### config.mk
export PLATFORM = sky130hd
export DESIGN_NAME = sdram_host_ctrl
export DESIGN_NICKNAME = d
export VERILOG_FILES = /design/src/rtl/sdrc_pkg.sv /design/src/rtl/sdrc_refresh_timer.sv /design/src/rtl/sdrc_sequencer.sv /design/src/rtl/sdrc_pin_stage.sv /design/src/rtl/sdrc_read_capture.sv /design/src/rtl/sdram_host_ctrl.sv
export SDC_FILE = /design/constraint.sdc
export NUM_CORES = 1
export LEC_CHECK = 0
export CORE_AREA = 5 5 93 95
export CTS_BUF_LIST = sky130_fd_sc_hd__clkbuf_8
export DETAILED_ROUTE_END_ITERATION = 10
export DIE_AREA = 0 0 98 100
export PLACE_DENSITY = 0.8
export SYNTH_ARGS = -nofsm -noshare
export SYNTH_HDL_FRONTEND = slang
export SYNTH_SLANG_ARGS = --single-unit
export TNS_END_PERCENT = 50
### constraint.sdc
create_clock -name clk_i -period 2.7 [get_ports clk_i]
set_input_delay 0.54 -clock clk_i [delete_from_list [all_inputs] [get_ports clk_i]]
set_output_delay 0.54 -clock clk_i [all_outputs]
set_load 0.01 [all_outputs]
### src/rtl/sdrc_pkg.sv
package sdrc_pkg;

  // {cs_n, ras_n, cas_n, we_n}
  typedef enum logic [3:0] {
    CMD_MRS   = 4'b0000,
    CMD_REF   = 4'b0001,
    CMD_PRE   = 4'b0010,
    CMD_ACT   = 4'b0011,
    CMD_WR    = 4'b0100,
    CMD_RD    = 4'b0101,
    CMD_NOP   = 4'b0111,
    CMD_DESEL = 4'b1111
  } sdram_cmd_e;

  typedef enum logic [2:0] {
    ST_BOOT,
    ST_BOOT_REF,
    ST_BOOT_MRS,
    ST_IDLE,
    ST_ACCESS,
    ST_REF
  } seq_state_e;

  function automatic int ns_to_cyc(input int ns, input int period_ps);
    return (ns * 1000 + period_ps - 1) / period_ps;
  endfunction

  function automatic int imax(input int a, input int b);
    return (a > b) ? a : b;
  endfunction

endpackage

### src/rtl/sdrc_refresh_timer.sv
module sdrc_refresh_timer #(
  parameter int REF_INTERVAL = 1953,
  parameter int PEND_MAX     = 2
) (
  input  logic clk_i,
  input  logic rst_ni,
  input  logic en_i,
  input  logic ack_i,
  output logic pending_o
);
  localparam int CNT_W  = $clog2(REF_INTERVAL + 1);
  localparam int PEND_W = $clog2(PEND_MAX + 1);

  logic [CNT_W-1:0]  cnt_q;
  logic [PEND_W-1:0] pend_q;
  logic              tick;

  assign tick = en_i && (cnt_q == '0);

  always_ff @(posedge clk_i or negedge rst_ni) begin
    if (!rst_ni) begin
      cnt_q <= CNT_W'(REF_INTERVAL - 1);
    end else if (en_i) begin
      cnt_q <= tick ? CNT_W'(REF_INTERVAL - 1) : cnt_q - 1'b1;
    end
  end

  // saturates: an overdue interval leaves two refreshes owed
  always_ff @(posedge clk_i or negedge rst_ni) begin
    if (!rst_ni) begin
      pend_q <= '0;
    end else begin
      unique case ({tick, ack_i})
        2'b10:   if (pend_q != PEND_W'(PEND_MAX)) pend_q <= pend_q + 1'b1;
        2'b01:   pend_q <= pend_q - 1'b1;
        default: pend_q <= pend_q;
      endcase
    end
  end

  assign pending_o = (pend_q != '0);

  a_r7_ack_needs_pending: assert property (@(posedge clk_i) disable iff (!rst_ni)
    ack_i |-> pending_o);

  a_r7_pending_bounded: assert property (@(posedge clk_i) disable iff (!rst_ni)
    pend_q <= PEND_W'(PEND_MAX));

endmodule

### src/rtl/sdrc_sequencer.sv
module sdrc_sequencer
  import sdrc_pkg::*;
#(
  parameter int BANK_W        = 2,
  parameter int ROW_W         = 12,
  parameter int COL_W         = 9,
  parameter int DATA_W        = 8,
  parameter int CLK_PERIOD_PS = 8000,
  parameter int T_RCD_NS      = 20,
  parameter int T_RP_NS       = 20,
  parameter int T_RAS_NS      = 45,
  parameter int T_RC_NS       = 65,
  parameter int T_RFC_NS      = 65,
  parameter int T_RDL_CYC     = 1,
  parameter int T_MRD_CYC     = 2,
  parameter int CAS_LAT       = 2,
  parameter int INIT_CYC      = 25000
) (
  input  logic              clk_i,
  input  logic              rst_ni,
  input  logic              req_valid_i,
  output logic              req_ready_o,
  input  logic              req_write_i,
  input  logic [BANK_W-1:0] req_bank_i,
  input  logic [ROW_W-1:0]  req_row_i,
  input  logic [COL_W-1:0]  req_col_i,
  input  logic [DATA_W-1:0] req_wdata_i,
  input  logic              ref_pend_i,
  output logic              ref_ack_o,
  output logic              init_done_o,
  output sdram_cmd_e        cmd_o,
  output logic [BANK_W-1:0] ba_o,
  output logic [ROW_W-1:0]  a_o,
  output logic [DATA_W-1:0] wdata_o,
  output logic              wdata_oe_o,
  output logic              rd_issue_o
);
  localparam int AP_BIT = 10;
  localparam int TRCD   = ns_to_cyc(T_RCD_NS, CLK_PERIOD_PS);
  localparam int TRP    = ns_to_cyc(T_RP_NS,  CLK_PERIOD_PS);
  localparam int TRAS   = ns_to_cyc(T_RAS_NS, CLK_PERIOD_PS);
  localparam int TRC    = ns_to_cyc(T_RC_NS,  CLK_PERIOD_PS);
  localparam int TRFC   = ns_to_cyc(T_RFC_NS, CLK_PERIOD_PS);
  // column command to next command: auto-precharge start plus tRP, and tRC
  localparam int REC_AP = imax(TRAS - TRCD, 1 + T_RDL_CYC) + TRP;
  localparam int T_RECV = imax(REC_AP, TRC - TRCD);
  localparam int MAX_GAP = imax(imax(imax(TRCD, TRP), imax(TRFC, T_RECV)), T_MRD_CYC);
  localparam int WAIT_W = $clog2(imax(INIT_CYC, MAX_GAP) + 1);
  localparam logic [ROW_W-1:0] MODE_WORD = ROW_W'(CAS_LAT << 4);

  seq_state_e        state_q, state_d;
  logic [WAIT_W-1:0] wait_q, wait_d;
  logic              boot_ref_q, boot_ref_d;
  logic              init_done_q, init_done_d;
  logic              accept;

  logic              rq_wr_q;
  logic [BANK_W-1:0] rq_bank_q;
  logic [ROW_W-1:0]  rq_row_q;
  logic [COL_W-1:0]  rq_col_q;
  logic [DATA_W-1:0] rq_data_q;

  assign req_ready_o = (state_q == ST_IDLE) && (wait_q == '0) && !ref_pend_i;
  assign accept      = req_ready_o && req_valid_i;
  assign init_done_o = init_done_q;

  always_comb begin
    state_d     = state_q;
    wait_d      = wait_q;
    boot_ref_d  = boot_ref_q;
    init_done_d = init_done_q;
    cmd_o       = CMD_NOP;
    ba_o        = '0;
    a_o         = '0;
    wdata_o     = '0;
    wdata_oe_o  = 1'b0;
    rd_issue_o  = 1'b0;
    ref_ack_o   = 1'b0;
    if (wait_q != '0) begin
      wait_d = wait_q - 1'b1;
    end else begin
      unique case (state_q)
        ST_BOOT: begin
          cmd_o          = CMD_PRE;
          a_o[AP_BIT]    = 1'b1;
          wait_d         = WAIT_W'(TRP - 1);
          state_d        = ST_BOOT_REF;
        end
        ST_BOOT_REF: begin
          cmd_o      = CMD_REF;
          wait_d     = WAIT_W'(TRFC - 1);
          boot_ref_d = 1'b1;
          if (boot_ref_q) state_d = ST_BOOT_MRS;
        end
        ST_BOOT_MRS: begin
          cmd_o       = CMD_MRS;
          a_o         = MODE_WORD;
          wait_d      = WAIT_W'(T_MRD_CYC - 1);
          init_done_d = 1'b1;
          state_d     = ST_IDLE;
        end
        ST_IDLE: begin
          if (ref_pend_i) begin
            cmd_o       = CMD_PRE;
            a_o[AP_BIT] = 1'b1;
            wait_d      = WAIT_W'(TRP - 1);
            state_d     = ST_REF;
          end else if (req_valid_i) begin
            cmd_o   = CMD_ACT;
            ba_o    = req_bank_i;
            a_o     = req_row_i;
            wait_d  = WAIT_W'(TRCD - 1);
            state_d = ST_ACCESS;
          end
        end
        ST_ACCESS: begin
          cmd_o       = rq_wr_q ? CMD_WR : CMD_RD;
          ba_o        = rq_bank_q;
          a_o         = ROW_W'(rq_col_q);
          a_o[AP_BIT] = 1'b1;
          wdata_o     = rq_data_q;
          wdata_oe_o  = rq_wr_q;
          rd_issue_o  = !rq_wr_q;
          wait_d      = WAIT_W'(T_RECV - 1);
          state_d     = ST_IDLE;
        end
        ST_REF: begin
          cmd_o     = CMD_REF;
          ref_ack_o = 1'b1;
          wait_d    = WAIT_W'(TRFC - 1);
          state_d   = ST_IDLE;
        end
        default: state_d = ST_BOOT;
      endcase
    end
  end

  always_ff @(posedge clk_i or negedge rst_ni) begin
    if (!rst_ni) begin
      state_q     <= ST_BOOT;
      wait_q      <= WAIT_W'(INIT_CYC);
      boot_ref_q  <= 1'b0;
      init_done_q <= 1'b0;
    end else begin
      state_q     <= state_d;
      wait_q      <= wait_d;
      boot_ref_q  <= boot_ref_d;
      init_done_q <= init_done_d;
    end
  end

  always_ff @(posedge clk_i or negedge rst_ni) begin
    if (!rst_ni) begin
      rq_wr_q   <= 1'b0;
      rq_bank_q <= '0;
      rq_row_q  <= '0;
      rq_col_q  <= '0;
      rq_data_q <= '0;
    end else if (accept) begin
      rq_wr_q   <= req_write_i;
      rq_bank_q <= req_bank_i;
      rq_row_q  <= req_row_i;
      rq_col_q  <= req_col_i;
      rq_data_q <= req_wdata_i;
    end
  end

  a_r9_one_per_access: assert property (@(posedge clk_i) disable iff (!rst_ni)
    accept |=> !req_ready_o);

  a_r8_refresh_blocks_ready: assert property (@(posedge clk_i) disable iff (!rst_ni)
    ref_pend_i |-> !req_ready_o);

  a_r2_ready_after_boot: assert property (@(posedge clk_i) disable iff (!rst_ni)
    req_ready_o |-> init_done_q);

  a_r3_column_after_open: assert property (@(posedge clk_i) disable iff (!rst_ni)
    accept |=> (state_q == ST_ACCESS));

endmodule

### src/rtl/sdrc_pin_stage.sv
module sdrc_pin_stage
  import sdrc_pkg::*;
#(
  parameter int BANK_W = 2,
  parameter int ROW_W  = 12,
  parameter int DATA_W = 8
) (
  input  logic              clk_i,
  input  logic              rst_ni,
  input  sdram_cmd_e        cmd_i,
  input  logic [BANK_W-1:0] ba_i,
  input  logic [ROW_W-1:0]  a_i,
  input  logic [DATA_W-1:0] wdata_i,
  input  logic              wdata_oe_i,
  input  logic              init_done_i,
  output logic              cke_o,
  output logic              cs_n_o,
  output logic              ras_n_o,
  output logic              cas_n_o,
  output logic              we_n_o,
  output logic [BANK_W-1:0] ba_o,
  output logic [ROW_W-1:0]  a_o,
  output logic              dqm_o,
  output logic [DATA_W-1:0] dq_o,
  output logic              dq_oe_o
);
  localparam int AP_BIT = 10;

  logic [3:0] cmd_q;

  always_ff @(posedge clk_i or negedge rst_ni) begin
    if (!rst_ni) begin
      cke_o   <= 1'b0;
      cmd_q   <= CMD_DESEL;
      ba_o    <= '0;
      a_o     <= '0;
      dqm_o   <= 1'b1;
      dq_o    <= '0;
      dq_oe_o <= 1'b0;
    end else begin
      cke_o   <= 1'b1;
      cmd_q   <= cmd_i;
      ba_o    <= ba_i;
      a_o     <= a_i;
      dqm_o   <= !init_done_i;
      dq_o    <= wdata_i;
      dq_oe_o <= wdata_oe_i;
    end
  end

  assign {cs_n_o, ras_n_o, cas_n_o, we_n_o} = cmd_q;

  a_r5_drive_only_on_write: assert property (@(posedge clk_i) disable iff (!rst_ni)
    dq_oe_o |-> ({cs_n_o, ras_n_o, cas_n_o, we_n_o} == CMD_WR));

  a_r3_column_autoprecharge: assert property (@(posedge clk_i) disable iff (!rst_ni)
    (!cs_n_o && ras_n_o && !cas_n_o) |-> a_o[AP_BIT]);

endmodule

### src/rtl/sdrc_read_capture.sv
module sdrc_read_capture #(
  parameter int CAS_LAT = 2,
  parameter int DATA_W  = 8
) (
  input  logic              clk_i,
  input  logic              rst_ni,
  input  logic              rd_issue_i,
  input  logic [DATA_W-1:0] dq_i,
  output logic              rvalid_o,
  output logic [DATA_W-1:0] rdata_o
);
  // stage 0 lines up with the command pin register
  logic [CAS_LAT:0] pipe_q;

  always_ff @(posedge clk_i or negedge rst_ni) begin
    if (!rst_ni) begin
      pipe_q   <= '0;
      rvalid_o <= 1'b0;
      rdata_o  <= '0;
    end else begin
      pipe_q   <= {pipe_q[CAS_LAT-1:0], rd_issue_i};
      rvalid_o <= pipe_q[CAS_LAT];
      if (pipe_q[CAS_LAT]) rdata_o <= dq_i;
    end
  end

  a_r6_single_beat: assert property (@(posedge clk_i) disable iff (!rst_ni)
    rvalid_o |=> !rvalid_o);

endmodule

### src/rtl/sdram_host_ctrl.sv
module sdram_host_ctrl
  import sdrc_pkg::*;
#(
  parameter int BANK_W        = 2,
  parameter int ROW_W         = 12,
  parameter int COL_W         = 9,
  parameter int DATA_W        = 8,
  parameter int CLK_PERIOD_PS = 8000,
  parameter int T_RCD_NS      = 20,
  parameter int T_RP_NS       = 20,
  parameter int T_RAS_NS      = 45,
  parameter int T_RC_NS       = 65,
  parameter int T_RFC_NS      = 65,
  parameter int T_RDL_CYC     = 1,
  parameter int T_MRD_CYC     = 2,
  parameter int CAS_LAT       = 2,
  parameter int REF_INTERVAL  = 1953,
  parameter int INIT_CYC      = 25000
) (
  input  logic              clk_i,
  input  logic              rst_ni,
  input  logic              req_valid_i,
  output logic              req_ready_o,
  input  logic              req_write_i,
  input  logic [BANK_W-1:0] req_bank_i,
  input  logic [ROW_W-1:0]  req_row_i,
  input  logic [COL_W-1:0]  req_col_i,
  input  logic [DATA_W-1:0] req_wdata_i,
  output logic              rsp_valid_o,
  output logic [DATA_W-1:0] rsp_rdata_o,
  output logic              sd_cke_o,
  output logic              sd_cs_n_o,
  output logic              sd_ras_n_o,
  output logic              sd_cas_n_o,
  output logic              sd_we_n_o,
  output logic [BANK_W-1:0] sd_ba_o,
  output logic [ROW_W-1:0]  sd_a_o,
  output logic              sd_dqm_o,
  output logic [DATA_W-1:0] sd_dq_o,
  output logic              sd_dq_oe_o,
  input  logic [DATA_W-1:0] sd_dq_i
);
  sdram_cmd_e        cmd;
  logic [BANK_W-1:0] ba;
  logic [ROW_W-1:0]  addr;
  logic [DATA_W-1:0] wdata;
  logic              wdata_oe, rd_issue, ref_pend, ref_ack, init_done;

  sdrc_refresh_timer #(
    .REF_INTERVAL (REF_INTERVAL),
    .PEND_MAX     (2)
  ) u_timer (
    .clk_i     (clk_i),
    .rst_ni    (rst_ni),
    .en_i      (init_done),
    .ack_i     (ref_ack),
    .pending_o (ref_pend)
  );

  sdrc_sequencer #(
    .BANK_W        (BANK_W),
    .ROW_W         (ROW_W),
    .COL_W         (COL_W),
    .DATA_W        (DATA_W),
    .CLK_PERIOD_PS (CLK_PERIOD_PS),
    .T_RCD_NS      (T_RCD_NS),
    .T_RP_NS       (T_RP_NS),
    .T_RAS_NS      (T_RAS_NS),
    .T_RC_NS       (T_RC_NS),
    .T_RFC_NS      (T_RFC_NS),
    .T_RDL_CYC     (T_RDL_CYC),
    .T_MRD_CYC     (T_MRD_CYC),
    .CAS_LAT       (CAS_LAT),
    .INIT_CYC      (INIT_CYC)
  ) u_seq (
    .clk_i       (clk_i),
    .rst_ni      (rst_ni),
    .req_valid_i (req_valid_i),
    .req_ready_o (req_ready_o),
    .req_write_i (req_write_i),
    .req_bank_i  (req_bank_i),
    .req_row_i   (req_row_i),
    .req_col_i   (req_col_i),
    .req_wdata_i (req_wdata_i),
    .ref_pend_i  (ref_pend),
    .ref_ack_o   (ref_ack),
    .init_done_o (init_done),
    .cmd_o       (cmd),
    .ba_o        (ba),
    .a_o         (addr),
    .wdata_o     (wdata),
    .wdata_oe_o  (wdata_oe),
    .rd_issue_o  (rd_issue)
  );

  sdrc_pin_stage #(
    .BANK_W (BANK_W),
    .ROW_W  (ROW_W),
    .DATA_W (DATA_W)
  ) u_pins (
    .clk_i       (clk_i),
    .rst_ni      (rst_ni),
    .cmd_i       (cmd),
    .ba_i        (ba),
    .a_i         (addr),
    .wdata_i     (wdata),
    .wdata_oe_i  (wdata_oe),
    .init_done_i (init_done),
    .cke_o       (sd_cke_o),
    .cs_n_o      (sd_cs_n_o),
    .ras_n_o     (sd_ras_n_o),
    .cas_n_o     (sd_cas_n_o),
    .we_n_o      (sd_we_n_o),
    .ba_o        (sd_ba_o),
    .a_o         (sd_a_o),
    .dqm_o       (sd_dqm_o),
    .dq_o        (sd_dq_o),
    .dq_oe_o     (sd_dq_oe_o)
  );

  sdrc_read_capture #(
    .CAS_LAT (CAS_LAT),
    .DATA_W  (DATA_W)
  ) u_rdcap (
    .clk_i      (clk_i),
    .rst_ni     (rst_ni),
    .rd_issue_i (rd_issue),
    .dq_i       (sd_dq_i),
    .rvalid_o   (rsp_valid_o),
    .rdata_o    (rsp_rdata_o)
  );

endmodule

==> summary.md, run 1 <==
| Metric | Value |
|---|---|
| Status | `complete, no violations` |
| Mapped Nets | `364` |
| Setup TNS | `0 ns` |
| Critical path's slowest cell | `dfrtp_1` |
| Die area | `9800 um2` |
| RSZ-0062 raised after global routing | `false` |
| Kind of critical path | `flop to output pin` |
| Worst endpoint required time | `2.16 ns` |
| Starting Density | `0.5146` |
| Max Cap Viol | `0` |
| Number of CTS-inserted buffers | `9` |
| Wirelength per Cell | `15.81 um` |
| Synthesized area | `3935 um2` |
| Worst Tran Pin Value | `0.6841 ns` |
| Ys Warns | `0` |
| Number of setup violations in the final report | `0` |
| Clock share of power | `0.275` |
| Ratio of cells with drive above 1 in the final layout | `0.2101` |
| DRC Markers | `0` |
| Buf+Inv Stages, Crit Path | `2` |
| Antenna violations before repair | `0` |
| Root Buffer | `clkbuf_8` |
| Reg2reg end | `u_seq.wait_q[10]` |
| Post-Synth Adder-Cell Area | `0.01272` |
| Commonest non-fill, non-tap cell in the layout | `clkdlybuf4s50_1` |
| Post-synthesis mux area share | `0.08553` |
| Period Utilization, post-route | `0.9088` |
| Routed WL | `8.158 mm` |
| Crit path max fanout | `3` |
| Worst-case clock buffer depth | `2` |
| Number of global-route vias before repair | `2826` |
| Largest area contributor in the netlist | `dfrtp_1` |
| CP arrival | `1.91 ns` |
| Most frequent cells in the layout | `clkdlybuf4s50_1, dfrtp_1, nor2_1` |
| Largest net degree at the start of global routing | `33` |
| Die X | `98 um` |
| Fraction of registers with async set/reset | `1.000` |
| # H-tree levels | `3` |
| Yosys top cell area share | `0.4960` |
| FF+latch count, synth | `94` |
| P_leak | `2.270 nW` |
| Vias/cell | `5.314` |
| Initial detailed-routing violation count | `158` |
| Largest family of logic cells by synthesized area | `simple AND/OR/NAND/NOR gates` |
| Vias | `2742` |
| Worst path depth | `6` |
| CP top delay family | `simple AND/OR/NAND/NOR gates` |
| Avg Cell Area, Syn | `12.41 um2` |
| Worst path max stage delay | `0.41 ns` |
| Worst Setup EP | `req_ready_o` |
| Top_reg_cell synth | `dfrtp_1` |
| Startpoint types | `flop` |
| Clk_skew | `0.01054 ns` |
| Register Area | `2375 um2` |
| Post-DP HPWL | `5.874 mm` |
| Clk Latency, worst-skew pair | `0.36 ns` |
| Flop2flop setup slack | `0.35 ns` |
| Final Critical Period | `2.454 ns` |
| Core area | `7647 um2` |
| Reg2reg path depth | `7` |
| DP Worst Slack | `0.2425 ns` |
| Sw Pwr | `1.202 mW` |
| Top Ports | `82` |
| Routability cong. | `0.8430` |
| Fmax achieved | `407.5 MHz` |
| Die H | `100 um` |
| Final hold violations | `0` |
| Area of the multi-input gates | `1488 um2` |
| First-pass GRT wire length | `13.59 mm` |
| Mapped Cells | `317` |
| Compound-gate portion of the synthesized area | `0.07250` |
| Maximum VDD drop | `0.0003272 V` |
| Internal power | `2.695 mW` |
| EDFF count, synth | `0` |
| Post-route ant nets | `0` |
| Reg-to-Reg Start | `u_seq.wait_q[0]` |
| Total GRT Usage | `0.1741` |
| Synth-to-Final Area Change | `31.19%` |
| # clock sinks | `94` |
| Final slew viol count | `0` |
| Clk slew on worst S/H paths | `0.10 ns` |
| Fillers | `574` |
| Grt total ovfl | `0` |
| Switching part of the total | `0.3085` |
| Sequential element share of the synthesized area | `0.6029` |
| Gate power share | `0.213` |
| Nets | `456` |
| Row count | `32` |
| CP Capture Type | `output pin` |
| # diodes | `0` |
| I/O Buffers | `81` |
| XOR/XNOR share of the synthesized area | `0.04197` |
| CTS tree | `built` |
| TritonRoute pass-1 iters | `4` |
| Sequential Power Share | `0.512` |
| Cell Chain, Critical Path | `inv_1 > ha_1 > nor4b_4 > nand4_4 > nor2_1 > dlygate4sd2_1` |
| Relative slew slack | `0.5391` |
| Post-route worst setup slack | `0.2462 ns` |
| Synth top area cells | `dfrtp_1, dfstp_2, mux2_2` |
| Cell variety after synth | `53` |
| Pwr/cell area | `754.9 nW/um2` |
| Hold WC Path Type | `input pin to asynchronous set/reset pin` |
| Post-Synth Simple-Gate Area | `0.1612` |
| Worst setup path start | `u_seq.wait_q[0]` |
## metal layers
metal | up-vias | global-route usage | routed length (um)
met5 | - | 0 | 0
met4 | 0 | 0.06283 | 93
met3 | 9 | 0.05003 | 572
met2 | 92 | 0.2764 | 4002
met1 | 1351 | 0.2296 | 3490
li1 | 1290 | - | -
## layout make-up
type	count	area share
clock buffers	10	0.02666
clock inverters	6	0.01890
inverters	8	0.005817
multi-input cells	205	0.2882
flip-flops and latches	94	0.4600
well taps	102	0.02472
repair buffers	91	0.1757
## kinds of logic (layout without fill, tap and decap cells)
family	count (synthesis)	count (layout)
AOI/OAI and AO/OA	44	44
xor gates and xnor gates	18	18
adders and majority gates	4	4
buffers and inverters	18	115
DFF	94	94
muxes	30	30
other	2	2
and+or+nand+nor	107	107
## power by group through the flow
stage	logic, mW	clock network (mW)	registers, mW
after floorplan	0.587	0	1.94
after global placement	0.788	0	1.99
after detailed placement	0.817	0	2.01
after CTS	0.832	1.09	1.99
after global routing	0.928	1.16	2.04
final	0.830	1.07	2.00
## what timing repair did
action	CTS	global route
hold buffers	0	0
setup endpoints to repair	1	0
setup buffers	1	0
gates resized for setup	4	0
## registers in the layout, summed over array words and instances (netlist names), 4 cells and up
signal and cells:
u_timer.cnt_q 11, u_pins.a_o 12, u_pins.dq_o 8, u_seq.wait_q 15, u_rdcap.rdata_o 8, u_seq.rq_col_q 9
u_pins.cmd_q 4, u_seq.rq_data_q 8
## metrics by stage
step | utilization | cell area [um2] | instances | power (mW) | hold slack, ns
3_5_place_dp | 0.6420 | 4910 | 499 | 2.825 | 0.3410
4_1_cts | 0.6751 | 5162 | 516 | 3.918 | 0.1010
3_3_place_gp | 0.6420 | 4910 | 499 | 2.777 | 0.3357
5_1_grt | 0.6751 | 5162 | 516 | 4.127 | 0.1147
6_report | 0.6751 | 5162 | 516 | 3.897 | 0.1028
2_1_floorplan | - | 3935 | 317 | 2.524 | 0.2444
## Yosys cell counts, types with 2 or more instances
cell       n
nor3_4     2
nand3_1    5
mux2_2    28
a22oi_1   11
a21oi_1    9
a21o_1     5
xor2_1    10
nor3_1     7
a31oi_1    2
nor4_1     7
or4_4      2
buf_6      2
nand3b_1   3
ha_1       4
xnor2_1    7
dfrtp_1   78
nand2b_1   3
o31ai_1    2
nor2_1    31
inv_1      8
or3_1      4
and3_1     6
and2_1     9
dfstp_2   16
o21ai_0   10
conb_1     2
nand2_1   12
clkbuf_1   7
## worst min path at each step
stage,endpoint,slack (ns),depth (start not counted),start
final,u_timer.cnt_q[6],0.10,1,rst_ni
after global routing,u_timer.cnt_q[6],0.11,1,rst_ni
after CTS,u_timer.cnt_q[6],0.10,1,rst_ni
after detailed placement,u_rdcap.pipe_q[2],0.34,0,u_rdcap.pipe_q[1]
after global placement,u_rdcap.pipe_q[2],0.34,0,u_rdcap.pipe_q[1]
after floorplan,u_pins.a_o[0],0.24,0,rst_ni
## worst register-to-register path, cell delays in order, from the launching register on
cell and delay (ns):
dfrtp_1 0.41, inv_1 0.11, ha_1 0.21, or3b_4 0.42, or2_0 0.25, or2_4 0.27
or4_4 0.43, xnor2_2 0.14
Power figures use the tool's default switching activity.
==> run 2, diff against run 1 <==
- CAP_MARGIN: not set -> 15
- CTS_CLUSTER_DIAMETER: not set -> 100
==> results of run 2 <==
Final layout, timing and power as in run 1 (identical DEF).
